**src/rtl/osh_pkg.sv**
```systemverilog
package osh_pkg;
  // Synchronized levels of one channel's three control inputs.
  typedef struct packed {
    logic fall_in;   // falling-edge trigger input
    logic rise_in;   // rising-edge trigger input
    logic clr_n;     // active-low clear
  } osh_lvl_t;

  // Trigger decision from the previous and current synchronized levels.
  function automatic logic osh_fire(osh_lvl_t prev, osh_lvl_t cur);
    logic f_edge, r_edge, c_edge;
    f_edge = prev.fall_in & ~cur.fall_in;
    r_edge = ~prev.rise_in & cur.rise_in;
    c_edge = ~prev.clr_n & cur.clr_n;
    return (f_edge & cur.rise_in & cur.clr_n)
         | (r_edge & ~cur.fall_in & cur.clr_n)
         | (c_edge & ~cur.fall_in & cur.rise_in);
  endfunction

  // Next value of the remaining-cycle counter.
  function automatic logic [31:0] osh_next(logic clr, logic fire,
                                           logic [31:0] width, logic [31:0] rem);
    if (clr)           return '0;
    else if (fire)     return width;
    else if (rem != 0) return rem - 32'd1;
    else               return '0;
  endfunction
endpackage

```
**src/rtl/osh_sync.sv**
```systemverilog
module osh_sync #(
  parameter int W = 3
) (
  input  logic         clk,
  input  logic         rst,
  input  logic [W-1:0] d,
  output logic [W-1:0] q
);
  logic [W-1:0] stage1;

  // During reset both stages take the live level, so release causes no edge.
  always_ff @(posedge clk) begin
    if (rst) begin
      stage1 <= d;
      q      <= d;
    end else begin
      stage1 <= d;
      q      <= stage1;
    end
  end
endmodule

```
**src/rtl/osh_gate.sv**
```systemverilog
module osh_gate
  import osh_pkg::*;
(
  input  logic     clk,
  input  logic     rst,
  input  osh_lvl_t lvl,
  output logic     fire,
  output logic     clr_act
);
  osh_lvl_t hist;

  always_ff @(posedge clk) begin
    hist <= lvl;
  end

  assign fire    = rst ? 1'b0 : osh_fire(hist, lvl);
  assign clr_act = ~lvl.clr_n;
endmodule

```
**src/rtl/osh_timer.sv**
```systemverilog
module osh_timer
  import osh_pkg::*;
#(
  parameter int CNT_W = 16
) (
  input  logic             clk,
  input  logic             rst,
  input  logic             fire,
  input  logic             clr_act,
  input  logic [CNT_W-1:0] width,
  output logic             q
);
  logic [CNT_W-1:0] rem;
  logic [31:0]      nxt;

  assign nxt = osh_next(clr_act, fire, 32'(width), 32'(rem));

  always_ff @(posedge clk) begin
    if (rst) rem <= '0;
    else     rem <= nxt[CNT_W-1:0];
  end

  assign q = (rem != '0);
endmodule

```
**src/rtl/retrig_oneshot.sv**
```systemverilog
module retrig_oneshot
  import osh_pkg::*;
#(
  parameter int NCH   = 2,
  parameter int CNT_W = 16
) (
  input  logic                 clk,
  input  logic                 rst,
  input  logic [NCH-1:0]       trig_fall_i,
  input  logic [NCH-1:0]       trig_rise_i,
  input  logic [NCH-1:0]       clr_n_i,
  input  logic [NCH*CNT_W-1:0] width_i,
  output logic [NCH-1:0]       q_o,
  output logic [NCH-1:0]       q_n_o
);
  localparam int LVL_W = $bits(osh_lvl_t);

  // Internal events brought out for the checker.
  logic [NCH-1:0] fire_w;
  logic [NCH-1:0] clr_w;
  logic [NCH-1:0] q_w;

  for (genvar ch = 0; ch < NCH; ch++) begin : g_ch
    logic [LVL_W-1:0] raw;
    logic [LVL_W-1:0] syn;
    osh_lvl_t         lvl;

    assign raw = {trig_fall_i[ch], trig_rise_i[ch], clr_n_i[ch]};
    assign lvl = osh_lvl_t'(syn);

    osh_sync #(.W(LVL_W)) u_sync (
      .clk (clk),
      .rst (rst),
      .d   (raw),
      .q   (syn)
    );

    osh_gate u_gate (
      .clk     (clk),
      .rst     (rst),
      .lvl     (lvl),
      .fire    (fire_w[ch]),
      .clr_act (clr_w[ch])
    );

    osh_timer #(.CNT_W(CNT_W)) u_timer (
      .clk     (clk),
      .rst     (rst),
      .fire    (fire_w[ch]),
      .clr_act (clr_w[ch]),
      .width   (width_i[ch*CNT_W +: CNT_W]),
      .q       (q_w[ch])
    );
  end

  assign q_o   = q_w;
  assign q_n_o = ~q_w;
endmodule

```
**config.mk**
```make
export PLATFORM = sky130hd
export DESIGN_NAME = retrig_oneshot
export DESIGN_NICKNAME = d
export VERILOG_FILES = /design/src/rtl/osh_pkg.sv /design/src/rtl/osh_sync.sv /design/src/rtl/osh_gate.sv /design/src/rtl/osh_timer.sv /design/src/rtl/retrig_oneshot.sv
export SDC_FILE = /design/constraint.sdc
export NUM_CORES = 1
export LEC_CHECK = 0
export ABC_CLOCK_PERIOD_IN_PS = 2200
export BUFFER_PORTS_ARGS = -buffer_cell sky130_fd_sc_hd__buf_4
export CAP_MARGIN = 15
export CORE_ASPECT_RATIO = 1.5
export CORE_MARGIN = 1.5
export CORE_UTILIZATION = 35
export CTS_BUF_LIST = sky130_fd_sc_hd__clkbuf_16
export CTS_CLUSTER_DIAMETER = 40
export DETAILED_ROUTE_END_ITERATION = 10
export HOLD_SLACK_MARGIN = 0.08
export PLACE_DENSITY = 0.61
export REMOVE_ABC_BUFFERS = 1
export SYNTH_ARGS = -nofsm -noshare
export SYNTH_HDL_FRONTEND = slang
export SYNTH_SLANG_ARGS = --single-unit
```
**constraint.sdc**
```tcl
create_clock -name clk -period 2.2 [get_ports clk]
set_clock_uncertainty 0.05 [all_clocks]
set_input_delay 0.22 -clock clk [delete_from_list [all_inputs] [get_ports clk]]
set_output_delay 0.22 -clock clk [all_outputs]
set_load 0.01 [all_outputs]
```
==> flow_metrics.py <==
metrics = {
    "synth": {
        "synthAdderAreaFrac": 0.0119,
        "async_flop_share": 0,
        "netlist_instances": 224,
        "synthTopCellsByCount": "dfxtp_1 (50), nand2_1 (36), o21ai_0 (28)",
        "synth_top_family_by_area": "simple AND/OR/NAND/NOR gates",
        "yosys-top-cells-area": "dfxtp_1 (48%), o21ai_0 (6.7%), nand2_1 (6.4%)",
        "synth_edf_count": 0,
        "syn_area_um2": 2100,
        "synth-compound-area-share": 0.114,
        "synth_simple_gate_area_frac": 0.239,
        "synth_top_area_frac": 0.476,
        "yosysSeqAreaShare": 0.476,
        "synth-seq-cells": 50,
        "yosysMostFrequentCell": "dfxtp_1",
        "synth_area_per_cell_um2": 9.38,
        "synth_cell_types": 42,
        "yosysWarnings": 0,
        "yosysTopAreaCell": "dfxtp_1",
        "synth_xor_area_frac": 0.0959,
        "ys.flop_type": "dfxtp_1",
        "muxShareOfSynthArea": 0.0322,
    },
    "cells_and_area": {
        "area_delta_synth_final_pct": 35.6,
        "instances_no_fill": 359,
        "regArea_um2": 1000,
        "layout-drive-gt1-share": 0.261,
        "final_nets": 328,
        "fillers": 573,
        "multi_input_area_um2": 1050,
        "antenna_cells": 0,
        "fin_area_um2": 2850,
    },
    "flow_run": {
        "maxCapViolations": 0,
    },
    "cts": {
        "clkSlewWorstSetupHoldPaths_ps": 60,
        "worstSkewPairLatency_ps": 280,
        "clockBufferDepth": 2,
        "numCtsBuffers": 5,
        "clock-root-buffer": "clkbuf_16",
        "clock_sinks": 50,
        "h-tree-depth": 2,
        "cts_tree": "built",
    },
    "floorplanning": {
        "die-area_um2": 6490,
        "die_h_um": 97.9,
        "core_area_um2": 5790,
        "die_w_um": 66.3,
        "num_io_pins": 44,
        "row_count": 34,
        "initial_core_util": 0.363,
    },
    "sta": {
        "setup_tns_ps": 0,
        "finalSetupViolCount": 0,
        "rsz0062_at_grt": "no",
        "max_freq_mhz": 503,
        "drv_slew": 0,
        "holdWs_ps": 84.2,
        "tightest_slew_ps": 1010,
        "fin_crit_sh": 0.903,
        "slew_headroom": 0.323,
        "period_minus_slack_ps": 1990,
        "hold_viol": 0,
    },
    "setup_path": {
        "cp-end-kind": "primary output",
        "crit_type": "register to primary output",
        "required_ps": 1930,
        "reg2reg_depth": 7,
        "crit_arrival_ps": 1720,
        "start_kind": "register",
        "cp_max_fo": 6,
    },
    "placement": {
        "io_buffers": 43,
        "dpl_cell_area_um2": 2510,
        "placedCellCount": 337,
        "place_congestion": 0.781,
        "detailedPlacementHpwl_um": 3120,
    },
    "hold_path": {
        "whs_path_depth": 3,
        "hold_class": "input pin to register",
    },
    "power_and_ir_drop": {
        "power_frac_comb": 0.421,
        "seqPwrFrac": 0.330,
        "swShare": 0.341,
        "p_int_mw": 2.57,
        "p_leak_nw": 1.15,
        "ir_drop_mv": 0.630,
        "netSwitchingPower_mw": 1.33,
        "power_density_nw_per_um2": 1370,
        "p_clk_frac": 0.249,
    },
    "global_route": {
        "grt_remaining_overflow": 0,
        "grt_max_degree": 16,
        "use_met2": 0.260,
        "track_usage": 0.143,
        "antenna_found_initial": 0,
        "grt_use_met3": 0.0311,
        "grt_use_met1": 0.161,
        "grt_pass1_wl_um": 7290,
        "grt_pass1_vias": 1690,
        "grt-busiest-layer": "met2",
    },
    "route": {
        "wl_per_cell_um": 11.7,
        "totalWireLength_um": 4220,
        "first_pass_iters": 4,
        "ant_nets": 0,
        "drc": 0,
        "vias_per_cell": 4.69,
        "drt_iter0_drc": 55,
        "num_vias": 1684,
    },
    "run_status": {
        "status": "complete, no violations",
    },
}
==> sequential cells by signal, indices dropped and copies added, names as in the netlist <==
name,count
g_ch.u_sync.stage1,6
g_ch.u_timer.rem,32
g_ch.u_sync.q,6
g_ch.u_gate.hist,6
==> routing by layer <==
| layer | part of all wire | up-vias |
|---|---|---|
| li1 | - | 880 |
| met1 | 0.41 | 760 |
| met5 | 0 | - |
| met2 | 0.54 | 40 |
| met4 | 0.010 | 0 |
| met3 | 0.040 | 4 |
==> logic make-up after synthesis <==
kind of cell	after synthesis
AO/OA/AOI/OAI	39
XOR/XNOR	23
adder cells (fa/ha/maj)	2
buffers and inverters	13
flip-flops	50
multiplexers	6
AND/OR/NAND/NOR	91
==> path summary, 6_finish.rpt <==
check	startpoint	end	slack [ps]
worst max register to register	g_ch[1].u_timer.rem[0]	g_ch[1].u_timer.rem[14]	290
worst min register to register	g_ch[1].u_sync.q[1]	g_ch[1].u_gate.hist[1]	290
worst min-delay path	width_i[20]	g_ch[1].u_timer.rem[4]	80
worst max-delay path	g_ch[0].u_timer.rem[0]	q_o[0]	210
==> stage by stage <==
step | power (mW) | utilization | setup WS, ps
finish | 3.90 | 0.492 | 214
global placement | 2.89 | 0.434 | 321
global route | 4.20 | 0.492 | 6.52
detailed placement | 2.91 | 0.434 | 238
CTS | 3.92 | 0.490 | 20.3
floorplan | 2.45 | - | 445
==> timing repair <==
| action | in CTS | in global routing |
|---|---|---|
| buffers inserted | 0 | 0 |
| endpoints found under the hold margin | 14 | 0 |
| endpoints found under the setup margin | 0 | 2 |
| resized for setup | 0 | 2 |
| hold buffers | 14 | 0 |
==> cells in the final DEF (no fill, tap or decap), drive strengths merged, types with 2 or more instances in the layout <==
| cell | instances |
|---|---|
| a21oi | 2 |
| and2 | 2 |
| buf | 48 |
| bufinv | 2 |
| clkbuf | 5 |
| dfxtp | 50 |
| dlygate4sd3 | 14 |
| ha | 2 |
| inv | 6 |
| mux2 | 6 |
| nand2 | 37 |
| nand2b | 3 |
| nand3 | 3 |
| nand3b | 3 |
| nand4 | 2 |
| nand4b | 2 |
| nor2 | 15 |
| nor2b | 5 |
| nor3 | 7 |
| nor3b | 5 |
| nor4 | 4 |
| o21ai | 31 |
| xnor2 | 15 |
| xor2 | 8 |
==> layout make-up <==
class	instances	share of cell area
flip-flops and latches	50	0.351
clock inverters	3	0.0224
inverters	6	0.00791
multi-input cells	161	0.367
well taps	72	0.0316
clock buffers	5	0.0439
repair buffers	62	0.176
==> critical path, cell delays in order, from the launching register on <==
cell and delay [ps]:
dfxtp_1 320, inv_1 60, ha_1 180, nor3b_4 300, nand2_2 180, nor3_2 190, inv_1 60, buf_4 140
==> power groups by stage <==
stage | registers (mW) | clock network (mW) | logic (mW)
floorplan | 1.26 | 0 | 1.19
global placement | 1.30 | 0 | 1.59
detailed placement | 1.30 | 0 | 1.61
CTS | 1.28 | 0.994 | 1.64
global route | 1.32 | 1.04 | 1.85
finish | 1.29 | 0.970 | 1.64
Note: power is estimated with default switching activity, not from simulation.
